$ cat src/rtl/ffe_pkg.sv
// Package: shared constants, state encoding and burst-size decode for the
// frame fetch engine. Assumes 32-bit memory words.
package ffe_pkg;
    localparam int WORD_W      = 32;
    localparam int CMD_LEN_W   = 24;
    localparam int CMD_PAL_BIT = 28;
    localparam int DESC_WORDS  = 4;
    localparam int BLEN_W      = 5;

    typedef enum logic [2:0] {
        ST_IDLE,
        ST_WAIT,
        ST_DREQ,
        ST_DDATA,
        ST_XCHK,
        ST_XREQ,
        ST_XDATA
    } fetch_state_t;

    // Burst size in words for a selector code; codes above 2 give the largest.
    function automatic logic [BLEN_W-1:0] burst_words(input logic [1:0] sel);
        case (sel)
            2'd0:    burst_words = BLEN_W'(4);
            2'd1:    burst_words = BLEN_W'(8);
            default: burst_words = BLEN_W'(16);
        endcase
    endfunction
endpackage

$ cat src/rtl/ffe_fifo.sv
// Synchronous first-word-fall-through FIFO for pixel words.
// Assumes DEPTH is a power of two; flush empties it in one cycle.
module ffe_fifo #(
    parameter int DEPTH = 32,
    parameter int W     = 32,
    localparam int AW   = $clog2(DEPTH),
    localparam int CW   = AW + 1
) (
    input  logic          clk,
    input  logic          rst_n,
    input  logic          flush,
    input  logic          push,
    input  logic [W-1:0]  wdata,
    input  logic          pop,
    output logic [W-1:0]  rdata,
    output logic          empty,
    output logic          full,
    output logic [CW-1:0] free
);
    logic [W-1:0]  store [DEPTH];
    logic [CW-1:0] wp, rp;
    logic [CW-1:0] used;

    assign used  = wp - rp;
    assign empty = (used == '0);
    assign full  = (used == CW'(DEPTH));
    assign free  = CW'(DEPTH) - used;
    assign rdata = store[rp[AW-1:0]];

    // Pointer update: flush wins, otherwise advance on push and pop.
    always_ff @(posedge clk) begin
        if (!rst_n || flush) begin
            wp <= '0;
            rp <= '0;
        end else begin
            if (push) wp <= wp + 1'b1;
            if (pop)  rp <= rp + 1'b1;
        end
    end

    // Storage write; contents need no reset.
    always_ff @(posedge clk) begin
        if (push) store[wp[AW-1:0]] <= wdata;
    end

    assert_no_overflow_R5: assert property (@(posedge clk) disable iff (!rst_n)
        push |-> !full);
endmodule

$ cat src/rtl/ffe_desc_ctrl.sv
// Descriptor walker: fetches 4-word descriptors, issues payload bursts and
// steers payload words to the pixel FIFO or the palette port.
// Assumes one outstanding read and in-order read data.
module ffe_desc_ctrl
    import ffe_pkg::*;
#(
    parameter int ADDR_W    = 32,
    parameter int FREE_W    = 6,
    parameter int PAL_IDX_W = 8
) (
    input  logic                 clk,
    input  logic                 rst_n,
    input  logic                 start_wr,
    input  logic [ADDR_W-1:0]    start_addr,
    input  logic                 frame_start,
    input  logic [1:0]           burst_sel,
    output logic                 load_ok,
    output logic                 mem_req,
    output logic [ADDR_W-1:0]    mem_addr,
    output logic [BLEN_W-1:0]    mem_len,
    input  logic                 mem_ack,
    input  logic                 mem_rvalid,
    input  logic [WORD_W-1:0]    mem_rdata,
    input  logic [FREE_W-1:0]    fifo_free,
    output logic                 fifo_push,
    output logic [WORD_W-1:0]    fifo_wdata,
    output logic                 pal_we,
    output logic [PAL_IDX_W-1:0] pal_idx,
    output logic [WORD_W-1:0]    pal_data
);
    localparam int LW = CMD_LEN_W;

    fetch_state_t      state;
    logic [ADDR_W-1:0] desc_addr, link_addr, src_addr, rd_addr;
    logic [LW-1:0]     cmd_len, rem, word_idx;
    logic              cmd_pal, reuse;
    logic [1:0]        dw_cnt;
    logic [BLEN_W-1:0] req_len, beat, bw, next_len;

    assign bw      = burst_words(burst_sel);
    assign load_ok = start_wr && (state == ST_IDLE || state == ST_WAIT);

    // Next burst length: selected size, or the remainder when smaller.
    always_comb begin
        if (rem < LW'(bw)) next_len = rem[BLEN_W-1:0];
        else               next_len = bw;
    end

    // Walker state machine with descriptor and payload bookkeeping.
    always_ff @(posedge clk) begin
        if (!rst_n) begin
            state     <= ST_IDLE;
            desc_addr <= '0;
            link_addr <= '0;
            src_addr  <= '0;
            rd_addr   <= '0;
            cmd_len   <= '0;
            cmd_pal   <= 1'b0;
            rem       <= '0;
            word_idx  <= '0;
            reuse     <= 1'b0;
            dw_cnt    <= '0;
            req_len   <= '0;
            beat      <= '0;
        end else if (load_ok) begin
            desc_addr <= start_addr;
            reuse     <= 1'b0;
            state     <= ST_WAIT;
        end else begin
            case (state)
                ST_WAIT: begin
                    if (frame_start) begin
                        if (reuse) begin
                            rd_addr  <= src_addr;
                            rem      <= cmd_len;
                            word_idx <= '0;
                            state    <= ST_XCHK;
                        end else begin
                            state <= ST_DREQ;
                        end
                    end
                end
                ST_DREQ: begin
                    if (mem_ack) begin
                        dw_cnt <= '0;
                        state  <= ST_DDATA;
                    end
                end
                ST_DDATA: begin
                    if (mem_rvalid) begin
                        dw_cnt <= dw_cnt + 1'b1;
                        case (dw_cnt)
                            2'd0: link_addr <= mem_rdata[ADDR_W-1:0];
                            2'd1: src_addr  <= mem_rdata[ADDR_W-1:0];
                            2'd3: begin
                                cmd_len  <= mem_rdata[LW-1:0];
                                cmd_pal  <= mem_rdata[CMD_PAL_BIT];
                                rem      <= mem_rdata[LW-1:0];
                                rd_addr  <= src_addr;
                                word_idx <= '0;
                                state    <= ST_XCHK;
                            end
                            default: ;
                        endcase
                    end
                end
                ST_XCHK: begin
                    if (rem == '0) begin
                        desc_addr <= link_addr;
                        if (cmd_pal) begin
                            reuse <= 1'b0;
                            state <= ST_DREQ;
                        end else begin
                            reuse <= (link_addr == desc_addr);
                            state <= ST_WAIT;
                        end
                    end else if (cmd_pal || fifo_free >= FREE_W'(next_len)) begin
                        req_len <= next_len;
                        state   <= ST_XREQ;
                    end
                end
                ST_XREQ: begin
                    if (mem_ack) begin
                        beat  <= '0;
                        state <= ST_XDATA;
                    end
                end
                ST_XDATA: begin
                    if (mem_rvalid) begin
                        beat     <= beat + 1'b1;
                        word_idx <= word_idx + 1'b1;
                        if (beat == req_len - 1'b1) begin
                            rd_addr <= rd_addr + ADDR_W'({req_len, 2'b00});
                            rem     <= rem - LW'(req_len);
                            state   <= ST_XCHK;
                        end
                    end
                end
                default: ;
            endcase
        end
    end

    // Request port and payload steering.
    always_comb begin
        mem_req    = (state == ST_DREQ) || (state == ST_XREQ);
        mem_addr   = (state == ST_DREQ) ? desc_addr : rd_addr;
        mem_len    = (state == ST_DREQ) ? BLEN_W'(DESC_WORDS) : req_len;
        fifo_push  = (state == ST_XDATA) && mem_rvalid && !cmd_pal;
        fifo_wdata = mem_rdata;
        pal_we     = (state == ST_XDATA) && mem_rvalid && cmd_pal;
        pal_idx    = word_idx[PAL_IDX_W-1:0];
        pal_data   = mem_rdata;
    end

    assert_req_hold_R4: assert property (@(posedge clk) disable iff (!rst_n)
        (mem_req && !mem_ack) |=> (mem_req && $stable(mem_addr) && $stable(mem_len)));

    assert_burst_cap_R4: assert property (@(posedge clk) disable iff (!rst_n)
        (state == ST_XREQ) |-> (mem_len != '0 && mem_len <= bw));

    assert_data_expected_R1: assert property (@(posedge clk) disable iff (!rst_n)
        mem_rvalid |-> (state == ST_DDATA || state == ST_XDATA));
endmodule

$ cat src/rtl/ffe_pix_out.sv
// Pixel output stage: pops the FIFO on request, registers the pixel and
// handles underrun (hold or zero) with a sticky flag cleared by clear.
module ffe_pix_out #(
    parameter int W = 32
) (
    input  logic         clk,
    input  logic         rst_n,
    input  logic         clear,
    input  logic         pix_pop,
    input  logic         protect_en,
    input  logic         fifo_empty,
    input  logic [W-1:0] fifo_rdata,
    output logic         fifo_pop,
    output logic [W-1:0] pix_data,
    output logic         underrun
);
    logic starve;

    assign starve   = pix_pop && fifo_empty;
    assign fifo_pop = pix_pop && !fifo_empty;

    // Pixel register: next word, held word, or zero fill.
    always_ff @(posedge clk) begin
        if (!rst_n) begin
            pix_data <= '0;
        end else if (fifo_pop) begin
            pix_data <= fifo_rdata;
        end else if (starve && !protect_en) begin
            pix_data <= '0;
        end
    end

    // Sticky underrun flag.
    always_ff @(posedge clk) begin
        if (!rst_n || clear) underrun <= 1'b0;
        else if (starve)     underrun <= 1'b1;
    end

    assert_hold_last_R10: assert property (@(posedge clk) disable iff (!rst_n)
        (pix_pop && fifo_empty && protect_en) |=> $stable(pix_data));

    assert_zero_fill_R10: assert property (@(posedge clk) disable iff (!rst_n)
        (pix_pop && fifo_empty && !protect_en) |=> (pix_data == '0));

    assert_sticky_flag_R11: assert property (@(posedge clk) disable iff (!rst_n)
        (underrun && !clear) |=> underrun);
endmodule

$ cat src/rtl/frame_fetch_engine.sv
// Top of the descriptor-chained frame fetch engine: walker, pixel FIFO and
// output stage. Assumes FIFO_DEPTH is a power of two and at least 16.
module frame_fetch_engine #(
    parameter int ADDR_W     = 32,
    parameter int FIFO_DEPTH = 32,
    parameter int PAL_IDX_W  = 8,
    localparam int FREE_W    = $clog2(FIFO_DEPTH) + 1
) (
    input  logic                 clk,
    input  logic                 rst_n,
    input  logic                 start_wr,
    input  logic [ADDR_W-1:0]    start_addr,
    input  logic                 frame_start,
    input  logic [1:0]           burst_sel,
    input  logic                 underrun_protect,
    output logic                 mem_req,
    output logic [ADDR_W-1:0]    mem_addr,
    output logic [4:0]           mem_len,
    input  logic                 mem_ack,
    input  logic                 mem_rvalid,
    input  logic [31:0]          mem_rdata,
    input  logic                 pix_pop,
    output logic [31:0]          pix_data,
    output logic                 pix_avail,
    output logic                 pal_we,
    output logic [PAL_IDX_W-1:0] pal_idx,
    output logic [31:0]          pal_data,
    output logic                 underrun
);
    logic              load_ok;
    logic              f_push, f_pop, f_empty, f_full;
    logic [31:0]       f_wdata, f_rdata;
    logic [FREE_W-1:0] f_free;

    ffe_desc_ctrl #(
        .ADDR_W    (ADDR_W),
        .FREE_W    (FREE_W),
        .PAL_IDX_W (PAL_IDX_W)
    ) u_ctrl (
        .clk         (clk),
        .rst_n       (rst_n),
        .start_wr    (start_wr),
        .start_addr  (start_addr),
        .frame_start (frame_start),
        .burst_sel   (burst_sel),
        .load_ok     (load_ok),
        .mem_req     (mem_req),
        .mem_addr    (mem_addr),
        .mem_len     (mem_len),
        .mem_ack     (mem_ack),
        .mem_rvalid  (mem_rvalid),
        .mem_rdata   (mem_rdata),
        .fifo_free   (f_free),
        .fifo_push   (f_push),
        .fifo_wdata  (f_wdata),
        .pal_we      (pal_we),
        .pal_idx     (pal_idx),
        .pal_data    (pal_data)
    );

    ffe_fifo #(
        .DEPTH (FIFO_DEPTH),
        .W     (32)
    ) u_fifo (
        .clk   (clk),
        .rst_n (rst_n),
        .flush (load_ok),
        .push  (f_push),
        .wdata (f_wdata),
        .pop   (f_pop),
        .rdata (f_rdata),
        .empty (f_empty),
        .full  (f_full),
        .free  (f_free)
    );

    ffe_pix_out #(
        .W (32)
    ) u_out (
        .clk        (clk),
        .rst_n      (rst_n),
        .clear      (load_ok),
        .pix_pop    (pix_pop),
        .protect_en (underrun_protect),
        .fifo_empty (f_empty),
        .fifo_rdata (f_rdata),
        .fifo_pop   (f_pop),
        .pix_data   (pix_data),
        .underrun   (underrun)
    );

    assign pix_avail = !f_empty;

    assert_full_blocks_push_R5: assert property (@(posedge clk) disable iff (!rst_n)
        f_full |-> !f_push);
endmodule

$ cat config.mk
export PLATFORM = sky130hd
export DESIGN_NAME = frame_fetch_engine
export DESIGN_NICKNAME = d
export VERILOG_FILES = /design/src/rtl/ffe_pkg.sv /design/src/rtl/ffe_fifo.sv /design/src/rtl/ffe_desc_ctrl.sv /design/src/rtl/ffe_pix_out.sv /design/src/rtl/frame_fetch_engine.sv
export SDC_FILE = /design/constraint.sdc
export NUM_CORES = 1
export LEC_CHECK = 0
export BUFFER_PORTS_ARGS = -buffer_cell sky130_fd_sc_hd__buf_4
export CAP_MARGIN = 10
export CORE_AREA = 2 2 283 285
export DETAILED_ROUTE_END_ITERATION = 7
export DIE_AREA = 0 0 285 287
export MAX_ROUTING_LAYER = met4
export PLACE_DENSITY = 0.87
export SYNTH_ARGS = -nofsm -noshare
export SYNTH_HDL_FRONTEND = slang
export SYNTH_HIERARCHICAL = 1
export SYNTH_SLANG_ARGS = --single-unit
$ cat constraint.sdc
create_clock -name clk -period 13.05 [get_ports clk]
set_clock_uncertainty 0.2 [all_clocks]
set_input_delay 2.61 -clock clk [delete_from_list [all_inputs] [get_ports clk]]
set_output_delay 2.61 -clock clk [all_outputs]
set_load 0.01 [all_outputs]
Yosys cells after proc, flatten, opt, wreduce, memory -nomap -nowiden
Memory sizes are Yosys's and may differ from the RTL's. A register that Yosys moved wholly into a read port is not among the register bits.
Cells that the tools add are included.
{"block": "word_totals", "ff_bits": 262, "latch_bits": 0, "ramBits": 1024, "romBits": 0, "in_bits": 74, "out_inout_bits": 113, "wordCells": 156, "n_memories": 1}
{"block": "op_classes", "n_addsub": 10, "mul": 0, "div": 0, "order_cmp": 2, "eq_ne": 28, "n_shift": 0, "muxes": 53, "n_bitwise": 3, "reduce_logical": 41}
{"name": "u_fifo.store", "depth": 32, "width": 32, "rd": 1, "rd_ports_with_merged_regs": 1, "write_ports": 1, "line_no": "ffe_fifo.sv:20", "rtl": "logic [W-1:0] store [DEPTH];"}
{"operator": "$mux W32", "n": 12}
{"operator": "$mux W24", "n": 11}
{"operator": "$pmux W24 S3", "n": 2}
{"operator": "$pmux W32 S3", "n": 1}
{"operator": "$add A32 B7 Y32", "n": 1}
{"operator": "$eq A32 B32 Y1", "n": 1}
{"operator": "$mux W3", "n": 10}
{"operator": "$mux W5", "n": 6}
{"operator": "$add A24 B1 Y24 const B", "n": 1}
{"operator": "$logic_not A24 Y1", "n": 1}
{"operator": "$lt A24 B5 Y1", "n": 1}
{"operator": "$reduce_and A4 Y1", "n": 6}
{"operator": "$sub A24 B5 Y24", "n": 1}
{"operator": "$pmux W5 S2", "n": 2}
{"operator": "$pmux W3 S6", "n": 1}
{"operator": "$reduce_and A9 Y1", "n": 2}
{"operator": "$ne A3 B2 Y1 const B", "n": 5}
{"operator": "$add A6 B1 Y6 const B", "n": 2}
{"operator": "$ne A2 B2 Y1 const B", "n": 5}
{"operator": "$reduce_bool A2 Y1", "n": 5}
{"operator": "$eq A3 B3 Y1 const B", "n": 3}
{"operator": "$ne A3 B1 Y1 const B", "n": 3}
{"operator": "$reduce_and A8 Y1", "n": 1}
{"operator": "$logic_and A1 B1 Y1", "n": 7}
{"operator": "other kinds (28)", "n": 47}

Logic depth before layout (Yosys ltp)
{"block": "logic_depth", "depth_word": 10, "mapped_depth": 15, "ltp_nobuf": 14}

Modules after synthesis
Netlist, hierarchy kept.
{"module": "ffe_fifo", "n_inst": 1, "cells_each": 1602, "area_per_inst_um2": 39805.7, "seq_area_each_um2": 31089.8}
{"module": "ffe_desc_ctrl", "n_inst": 1, "cells_each": 1410, "area_per_inst_um2": 11158.2, "seq_area_each_um2": 4023.9}
{"module": "ffe_pix_out", "n_inst": 1, "cells_each": 148, "area_per_inst_um2": 1325.0, "seq_area_each_um2": 660.6}
{"module": "frame_fetch_engine", "n_inst": 1, "cells_each": 1, "area_per_inst_um2": 3.8, "seq_area_each_um2": 0.0}

Worst setup path after synthesis
OpenSTA, ideal clock, no wires.
{"block": "synth_path", "kind": "in2reg", "from": "in mem_rvalid", "to": "mem u_fifo.store[3][0], enable pin", "setup_time_ps": 461, "arrival_ps": 5945, "required_ps": 12389, "slack_ps": 6444, "cell_stages": 7, "n_path_buf": 2, "cell_sequence": "clkbuf_1 nand2_1 nor2_1 clkbuf_1 nand2_1 or2_2 nor3_1"}
{"block": "synth_via", "elab_chain_len": 4}
{"element": "from (decl)", "line_no": "frame_fetch_engine.sv:20", "rtl": "input logic mem_rvalid,"}
{"element": "$logic_and A1 B1 Y1 (2 in a row)", "line_no": "ffe_desc_ctrl.sv:149", "rtl": "fifo_push = (state == ST_XDATA) && mem_rvalid && !cmd_pal;"}
{"element": "via f_push", "line_no": "frame_fetch_engine.sv:31", "rtl": "logic f_push, f_pop, f_empty, f_full;"}
{"element": "$mux W1", "line_no": "ffe_fifo.sv:43", "rtl": "if (push) store[wp[AW-1:0]] <= wdata;"}
{"element": "$mux W1 (not written as such)", "line_no": "ffe_fifo.sv:43"}
{"element": "to (decl)", "line_no": "ffe_fifo.sv:20"}
The timed path passes the listed nets, and every way through them passes these cells.

Worst setup path after layout
{"block": "layout_path", "from": "reg u_fifo.wp[2]", "to": "out pix_avail"}
{"block": "layout_via", "elab_chain_len": 3}
{"element": "from (decl)", "line_no": "ffe_fifo.sv:21", "rtl": "logic [CW-1:0] wp, rp;"}
{"element": "from (signal assigned)", "line_no": "ffe_fifo.sv:36", "rtl": "if (push) wp <= wp + 1'b1;"}
{"element": "$sub A6 B6 Y6", "line_no": "ffe_fifo.sv:24", "rtl": "assign used = wp - rp;"}
{"element": "$logic_not A6 Y1", "line_no": "ffe_fifo.sv:25", "rtl": "assign empty = (used == '0);"}
{"element": "via f_empty", "line_no": "frame_fetch_engine.sv:31"}
{"element": "$logic_not A1 Y1", "line_no": "frame_fetch_engine.sv:92", "rtl": "assign pix_avail = !f_empty;"}
{"element": "to (decl)", "line_no": "frame_fetch_engine.sv:24", "rtl": "output logic pix_avail,"}
The timed path passes the listed nets, and every way through them passes these cells.

==> metrics.txt <==
# TYPE chip_impl_metric gauge
chip_impl_info{name="layout.cells.most_common",value="edfxtp_1"} 1
chip_impl_metric{name="post_cts_buffers",unit=""} 0
chip_impl_metric{name="syn_avg_cell_area",unit="um2"} 16.55
chip_impl_metric{name="rows",unit=""} 103
chip_impl_metric{name="met3_wirelength",unit="um"} 18360
chip_impl_metric{name="detail_route.drc_violations",unit=""} 0
chip_impl_metric{name="fp.dieW",unit="um"} 285
chip_impl_info{name="cp-end-kind",value="output pin"} 1
chip_impl_info{name="setup.worst_path.start_class",value="flop"} 1
chip_impl_metric{name="io_buffers",unit=""} 186
chip_impl_metric{name="num-nets-final",unit=""} 3393
chip_impl_metric{name="worst_ep_required_time",unit="ns"} 10.24
chip_impl_metric{name="netlist_area",unit="um2"} 52290
chip_impl_metric{name="top_level_ports",unit=""} 187
chip_impl_info{name="top_layer_used",value="met4"} 1
chip_impl_metric{name="slew_headroom",unit="%"} 14.18
chip_impl_metric{name="power_frac_comb",unit="%"} 5.8
chip_impl_metric{name="drt_pass1_iterations",unit=""} 7
chip_impl_metric{name="met1_length",unit="um"} 52700
chip_impl_metric{name="initial_antenna_violation_count",unit=""} 4
chip_impl_metric{name="place_hpwl",unit="um"} 87820
chip_impl_metric{name="switching_share",unit="%"} 21.99
chip_impl_metric{name="routed-wl-met2",unit="um"} 77100
chip_impl_metric{name="finalMaxSlewViolations",unit=""} 0
chip_impl_info{name="critPathKind",value="flop to output pin"} 1
chip_impl_metric{name="grt_util_all_layers",unit="%"} 39.73
chip_impl_metric{name="tightest_slew",unit="ns"} 1.284
chip_impl_metric{name="synth_fp_nets",unit=""} 3271
chip_impl_metric{name="power_density",unit="nW/um2"} 146.9
chip_impl_metric{name="final_min_period_over_clock_period",unit="%"} 50.12
chip_impl_metric{name="gp_congestion",unit=""} 0.9187
chip_impl_metric{name="route.antenna.remaining_nets",unit=""} 0
chip_impl_metric{name="setup_tns",unit="ns"} 0
chip_impl_metric{name="grt_first_pass_wirelength",unit="um"} 223600
chip_impl_info{name="tritoncts",value="yes"} 1
chip_impl_metric{name="hold_path_depth",unit=""} 2
chip_impl_metric{name="clock_sink_count",unit=""} 1275
chip_impl_metric{name="p_switching",unit="mW"} 1.888
chip_impl_metric{name="vias",unit=""} 32420
chip_impl_metric{name="syn_inst",unit=""} 3160
chip_impl_metric{name="clock_latency",unit="ns"} 0.70
chip_impl_metric{name="number_of_global_route_vias_before_repair",unit=""} 32030
chip_impl_metric{name="max_cap_violations",unit=""} 0
chip_impl_metric{name="die-area",unit="um2"} 81800
chip_impl_metric{name="syn2layout_area_growth",unit="%"} 11.74
chip_impl_metric{name="vias_per_cell",unit=""} 7.313
chip_impl_metric{name="core",unit="um2"} 78610
chip_impl_info{name="clock_root_cell",value="clkbuf_16"} 1
chip_impl_info{name="most-common-layout-cells",value="edfxtp_1, nand2_1, mux4_2, buf_4, dfxtp_1"} 1
chip_impl_metric{name="cp_max_fo",unit=""} 16
chip_impl_metric{name="die_height",unit="um"} 287
chip_impl_metric{name="drive_gt1_share",unit="%"} 26.88
chip_impl_metric{name="cts_htree_levels",unit=""} 3
chip_impl_metric{name="floorplan.initialDensity",unit="%"} 66.51
chip_impl_metric{name="grt_start_max_net_pins",unit=""} 113
chip_impl_metric{name="power.internal",unit="mW"} 6.695
chip_impl_metric{name="reg2reg_depth",unit=""} 7
chip_impl_metric{name="period_needed",unit="ns"} 6.541
chip_impl_metric{name="power.ir.vdd_worst",unit="V"} 0.0001592
chip_impl_info{name="min_path_type",value="flop to flop"} 1
chip_impl_metric{name="cts_hold_buf",unit=""} 0
chip_impl_metric{name="wl_per_cell",unit="um"} 35.43
chip_impl_metric{name="detail_route.wirelength",unit="um"} 157100
chip_impl_metric{name="clock_path_buffers",unit=""} 3
chip_impl_metric{name="cellLeakagePower",unit="nW"} 18.56
chip_impl_metric{name="setup-violations-final",unit=""} 0
chip_impl_metric{name="resized_cells_post_cts",unit=""} 0
chip_impl_metric{name="timing.final.hold_violations",unit=""} 0
chip_impl_metric{name="maxClockFrequency",unit="MHz"} 152.9
chip_impl_info{name="outcome",value="finished, final reports clean"} 1
chip_impl_metric{name="yosys_warnings",unit=""} 6
chip_impl_metric{name="number_of_clock_buffers_inserted_by_tritoncts",unit=""} 117
chip_impl_info{name="grt_setup_unrepaired",value="no"} 1
chip_impl_metric{name="power_frac_clock",unit="%"} 41.9
chip_impl_metric{name="overflow",unit=""} 0
chip_impl_metric{name="finalCoreUtilization",unit="%"} 74.32
chip_impl_metric{name="seq_power_share",unit="%"} 52.3
chip_impl_metric{name="drt_first_iter_violations",unit=""} 5514
chip_impl_metric{name="worst-endpoint-arrival",unit="ns"} 3.73
chip_impl_metric{name="clock_transition_at_the_registers_of_the_reported_paths",unit="ns"} 0.07
-- metrics by stage --
step                      hold slack [ns]  worst slack (ns)  instance area [um2]  instances  total power [mW]
after global placement             0.2430             6.896                54410       4212             5.039
final                              0.2588             6.509                58420       4433             8.583
after detailed placement           0.2477             6.921                54410       4212             5.057
after global routing               0.2738             6.446                58420       4433             8.757
after floorplan                    0.2305             6.444                52290       3160             4.852
after CTS                          0.2566             6.732                58420       4431             8.581
-- worst max-delay path, cell delays in order, from the launching register on --
cell and delay [ns]:
dfxtp_1 0.81, ha_1 0.36, nand3b_1 0.15, a21boi_0 0.31, nor4_1 0.11, a311oi_1 0.49, and2_1 0.56, inv_1 0.09
buf_4 0.16
-- flip-flops by register name (all words and copies together) (netlist names), 6 cells and up, named ones only --
register          flops
u_ctrl/rd_addr       32
u_fifo/store       1024
u_out/pix_data       32
u_fifo/wp             6
u_ctrl/cmd_len       24
u_ctrl/word_idx       8
u_fifo/rp             6
u_ctrl/src_addr      32
u_ctrl/rem           24
u_ctrl/link_addr     32
u_ctrl/desc_addr     32
-- power groups by stage --
stage / sequential (mW) / clock [mW] / combinational, mW
after floorplan: 4.58 / 0 / 0.276
after global placement: 4.57 / 0 / 0.471
after detailed placement: 4.57 / 0 / 0.484
after CTS: 4.49 / 3.60 / 0.491
after global routing: 4.49 / 3.74 / 0.525
final: 4.49 / 3.60 / 0.501
-- layout make-up --
type                            count  area, um2
Antenna cell                        1      2.502
Clock buffer                      146       3151
Clock inverter                     73      859.6
Fill cell                        4367      20190
Inverter                           29      111.4
Multi-Input combinational cell   1603      15260
Sequential cell                  1275      35790
Tap cell                         1050       1314
Timing Repair Buffer              256       1932
-- routing by layer --
layer / up-vias / GRT usage, %
li1: 12590 / -
met2: 2888 / 63.59
met5: - / -
met1: 16250 / 50.09
met3: 690 / 8.317
met4: 0 / 16.85
-- worst paths after layout --
check / startpoint / to / slack [ns]
worst max-delay path: u_fifo/wp[2] / pix_avail / 6.51
worst max register to register: u_ctrl/state[1] / u_fifo/store[1][29] / 8.00
worst min-delay path: u_ctrl/cmd_len[5] / u_ctrl/cmd_len[5] / 0.26
worst min register to register: u_ctrl/cmd_len[5] / u_ctrl/cmd_len[5] / 0.26
Note: power is estimated with default switching activity, not from simulation.
